File: config.mk
export PLATFORM = sky130hd
export DESIGN_NAME = prio_irq_ctrl
export DESIGN_NICKNAME = d
export VERILOG_FILES = /design/src/rtl/prio_irq_ctrl.sv
export SDC_FILE = /design/constraint.sdc
export NUM_CORES = 1
export LEC_CHECK = 0
export BUFFER_PORTS_ARGS = -buffer_cell sky130_fd_sc_hd__buf_2
export CAP_MARGIN = 20
export CORE_MARGIN = 5
export CORE_UTILIZATION = 47
export DETAILED_ROUTE_END_ITERATION = 7
export GPL_TIMING_DRIVEN = 0
export PLACE_DENSITY = 0.74
export SYNTH_ARGS = -nofsm -noshare
export SYNTH_HDL_FRONTEND = slang
export SYNTH_SLANG_ARGS = --single-unit
export TNS_END_PERCENT = 5
File: constraint.sdc
create_clock -name clk -period 1.85 [get_ports clk]
set_input_delay 0.0925 -clock clk [delete_from_list [all_inputs] [get_ports clk]]
set_output_delay 0.0925 -clock clk [all_outputs]
set_load 0.01 [all_outputs]
File: src/rtl/prio_irq_ctrl.sv
module prio_irq_ctrl #(
  parameter int NLINES    = 8,
  parameter int CASC_LINE = 2,
  parameter int VEC_W     = 8,
  localparam int IW       = $clog2(NLINES),
  localparam int BASE_W   = VEC_W - IW
) (
  input  logic              clk,
  input  logic              rst_n,
  input  logic [NLINES-1:0] req,
  input  logic [BASE_W-1:0] vec_base,
  input  logic              casc_en,
  input  logic              ack,
  input  logic              eoi,
  output logic              irq,
  output logic              vec_oe,
  output logic [VEC_W-1:0]  vec,
  output logic              slave_ack
);

  logic [NLINES-1:0] pend, isr, allow, elig, grant, eoi_clr;
  logic [IW-1:0]     sel_idx;
  logic              take;

  always_comb begin
    logic blocked;
    blocked = 1'b0;
    for (int i = 0; i < NLINES; i++) begin
      if (isr[i]) blocked = 1'b1;
      allow[i] = !blocked;
    end
  end

  assign elig    = pend & allow;
  assign grant   = elig & (~elig + 1'b1);
  assign eoi_clr = eoi ? (isr & (~isr + 1'b1)) : '0;
  assign irq     = |elig;
  assign take    = ack && irq;
  assign slave_ack = take && casc_en && grant[CASC_LINE];

  always_comb begin
    sel_idx = '0;
    for (int i = 0; i < NLINES; i++)
      if (grant[i]) sel_idx = IW'(i);
  end

  always_ff @(posedge clk or negedge rst_n) begin
    if (!rst_n) begin
      pend   <= '0;
      isr    <= '0;
      vec_oe <= 1'b0;
      vec    <= '0;
    end else begin
      pend   <= (pend | req) & ~(take ? grant : '0);
      isr    <= (isr & ~eoi_clr) | (take ? grant : '0);
      vec_oe <= take && !slave_ack;
      if (take) vec <= {vec_base, sel_idx};
    end
  end

  p_pend_held_r1: assert property (@(posedge clk) disable iff (!rst_n)
    !ack |=> ((pend & $past(pend)) == $past(pend)));

  p_isr_grows_on_ack_r4: assert property (@(posedge clk) disable iff (!rst_n)
    !ack |=> ($countones(isr) <= $countones($past(isr))));

  p_oe_after_ack_r4: assert property (@(posedge clk) disable iff (!rst_n)
    vec_oe |-> $past(ack));

  p_eoi_one_bit_r6: assert property (@(posedge clk) disable iff (!rst_n)
    (eoi && !ack && (|isr)) |=> ($countones(isr) + 1 == $countones($past(isr))));

  p_master_release_r7: assert property (@(posedge clk) disable iff (!rst_n)
    slave_ack |=> !vec_oe);

endmodule

==> results.sh <==
export IMPL_antenna_found_initial=0
export IMPL_synthesis_instances=114
export IMPL_ys_types=37
export IMPL_globalplace_congestion=0.885
export IMPL_numCtsBuffers=3
export IMPL_synthesis_nets=132
export IMPL_worstRegToRegCells=7
export IMPL_wirelength_mm=3.03
export IMPL_worst_pin_slew_ps=554
export IMPL_num_antenna_cells=0
export IMPL_syn_to_final_growth_pct=34.6
export IMPL_die_h_um=61.1
export IMPL_fin_area_sq_um=1650
export IMPL_hp_class="input pin to register"
export IMPL_critPathMaxFanout=4
export IMPL_die_area_sq_um=3730
export IMPL_drt_met1_wl_mm=1.19
export IMPL_first_iter_violations=29
export IMPL_outcome="finished, violations left"
export IMPL_final_antenna_net_count=0
export IMPL_setup_viol=17
export IMPL_dr_wl_met2_mm=1.65
export IMPL_die_x_um=61.1
export IMPL_power_frac_seq=0.365
export IMPL_drc=0
export IMPL_grt_pass1_vias=1134
export IMPL_syn_cell_area_sq_um=1230
export IMPL_fin_nets=184
export IMPL_synth_flop_cell="dfrtp_1"
export IMPL_wl_met3_um=118
export IMPL_core_area_sq_um=2480
export IMPL_clock_skew_ps=8.79
export IMPL_drv_cap=0
export IMPL_cp_data_required_time_ps=1760
export IMPL_worstPathArrival_ps=2120
export IMPL_critPathCaptureType="primary output"
export IMPL_fmax_mhz=452
export IMPL_setup_tns_ps=-2070
export IMPL_clkPwrFrac=0.095
export IMPL_synth_seq_cells=25
export IMPL_whs_path_depth=3
export IMPL_cts_sinks=25
export IMPL_yosysSeqAreaShare=0.510
export IMPL_finalPower_mw=2.59
export IMPL_hpwl_mm=1.98
export IMPL_fin_crit_sh=1.20
export IMPL_highest_layer="met4"
export IMPL_num_rows=18
export IMPL_track_usage=0.176
export IMPL_final_hold_violation_count=0
export IMPL_grt_pass1_wl_mm=4.86
export IMPL_vias_per_cell=5.73
export IMPL_layout_drive_gt1_share=0.382
export IMPL_dr_pass1_iters=4
export IMPL_ir_drop_v=0.00106
export IMPL_clk_latency_ps=330
export IMPL_cts_root_buffer="clkbuf_4"
export IMPL_net_switching_power_mw=1.02
export IMPL_ioPinCount=29
export IMPL_synth_edf_count=0
export IMPL_slew_headroom=0.631
export IMPL_p_comb_frac=0.540
export IMPL_internal_power_mw=1.57
export IMPL_place_area_sq_um=1410
export IMPL_synth_area_per_cell_sq_um=10.8
export IMPL_grt_overflow_total=0
export IMPL_cp_start_kind="register"
export IMPL_placement_io_buffers=28
export IMPL_grt_max_degree=26
export IMPL_period_minus_slack_ps=2210
export IMPL_drv_slew=0
export IMPL_htree_num_levels=1
export IMPL_powerDensity_nw_per_um2=1570
export IMPL_failed_checks="negative setup slack"
export IMPL_vias=1117
export IMPL_leakage_nw=0.773
export IMPL_cts_buffer_depth=2
export IMPL_cts_reportedPaths_clkPinSlew_ps=130
export IMPL_start_util=0.495
export IMPL_yosys_warnings=0
export IMPL_fin_ws_ps=-361
export IMPL_pre_cts_ws_ps=-266
export IMPL_swShare=0.393
export IMPL_tritoncts="built"
export IMPL_crit_type="register to primary output"
export IMPL_async_flop_share=1.00
export IMPL_rsz0062_at_grt="true"
export IMPL_wire_per_inst_um=15.5
cell usage after synthesis (2+ instances only):
cell type	n	area (sq um)
mux2_2	4	45.0
nand2b_1	3	18.8
a22o_1	2	17.5
dfrtp_1	25	626
a21oi_1	11	55.1
nor4_1	2	12.5
o32a_1	2	20.0
nor2_1	12	45.0
nand3_1	2	10.0
o21ai_0	7	35.0
and3_1	3	18.8
inv_1	7	26.3
o21a_1	2	15.0
mux2_4	2	30.0
a21o_1	4	30.0
nand2_1	5	18.8
through the flow:
stage               hold slack, ps  utilization  instances
floorplan                     -203            -        114
global placement               103        0.568        172
detailed placement             113        0.568        172
CTS                           1.35        0.646        190
global route                  19.7        0.666        195
finish                        3.74        0.666        195
worst paths after layout:
path | startpoint | end | slack (ps)
max | isr[1]$_DFF_PN0_ | slave_ack | -360
min | req[3] | pend[3]$_DFF_PN0_ | 4
max reg2reg | isr[1]$_DFF_PN0_ | vec[6]$_DFFE_PN0P_ | -250
min reg2reg | vec[3]$_DFFE_PN0P_ | vec[3]$_DFFE_PN0P_ | 520
max in group asynchronous | rst_n | isr[1]$_DFF_PN0_ | 1180
min in group asynchronous | rst_n | isr[0]$_DFF_PN0_ | 280
state kept, by name, indices dropped and copies added (netlist names):
| signal | cells |
|---|---|
| isr | 8 |
| pend | 8 |
| vec | 8 |
| vec_oe | 1 |
worst max-delay path, stage by stage (launching register included):
cell,delay [ps]
dfrtp_2,470
nor4_4,360
and3_4,260
a21boi_4,230
a21o_4,130
buf_12,90
and3_4,160
buf_6,90
power by group through the flow:
stage          logic [mW]  clock network (mW)  registers, mW
2_1_floorplan       0.795                   0          0.942
3_3_place_gp         1.11                   0          0.911
3_5_place_dp         1.13                   0          0.928
4_1_cts              1.30               0.249          0.927
5_1_grt              1.52               0.271          0.979
6_report             1.40               0.245          0.946
cell type report:
class / instances / area [sq um]
Timing Repair Buffer: 48 / 322
Multi-Input combinational cell: 79 / 584
Tap cell: 30 / 37.5
Inverter: 7 / 26.3
Buffer: 2 / 25.0
Clock buffer: 4 / 26.3
Sequential cell: 25 / 629
Fill cell: 184 / 827
layer usage:
| metal | up-vias | GRT usage |
|---|---|---|
| met5 | - | 0 |
| met4 | 0 | 0.0898 |
| met3 | 9 | 0.0252 |
| met2 | 36 | 0.298 |
| met1 | 556 | 0.220 |
| li1 | 516 | - |
cell usage in the layout (no fill, tap or decap), types with 2 or more instances in the layout:
| cell | n |
|---|---|
| clkbuf_4 | 3 |
| o21ai_1 | 2 |
| dfrtp_1 | 22 |
| mux2_2 | 4 |
| nand3_1 | 2 |
| nand2_1 | 5 |
| dlygate4sd3_1 | 10 |
| nand2b_1 | 3 |
| a22o_1 | 2 |
| o21a_1 | 2 |
| buf_4 | 10 |
| dfrtp_2 | 3 |
| nor2_1 | 12 |
| inv_1 | 7 |
| a21oi_1 | 9 |
| and3_4 | 2 |
| a21oi_2 | 2 |
| mux2_4 | 2 |
| o21ai_0 | 5 |
| buf_2 | 27 |
| a21o_1 | 4 |
| o32a_1 | 2 |
timing repair:
| action | 4_1_cts | 5_1_grt |
|---|---|---|
| hold endpoints to repair | 32 | 2 |
| cloned | 0 | 0 |
| hold buffers | 8 | 2 |
| pin swaps | 4 | 4 |
| endpoints found under the setup margin | 21 | 25 |
| buffers inserted | 6 | 4 |
| gates resized for setup | 8 | 6 |
cell families after synthesis:
group                  count (synthesis)  synth area share
muxes                                  6            0.0612
and+or+nand+nor                       37             0.166
DFF                                   25             0.510
buffers and inverters                 10            0.0510
AOI/OAI and AO/OA                     36             0.211
Power figures use the tool's default switching activity.
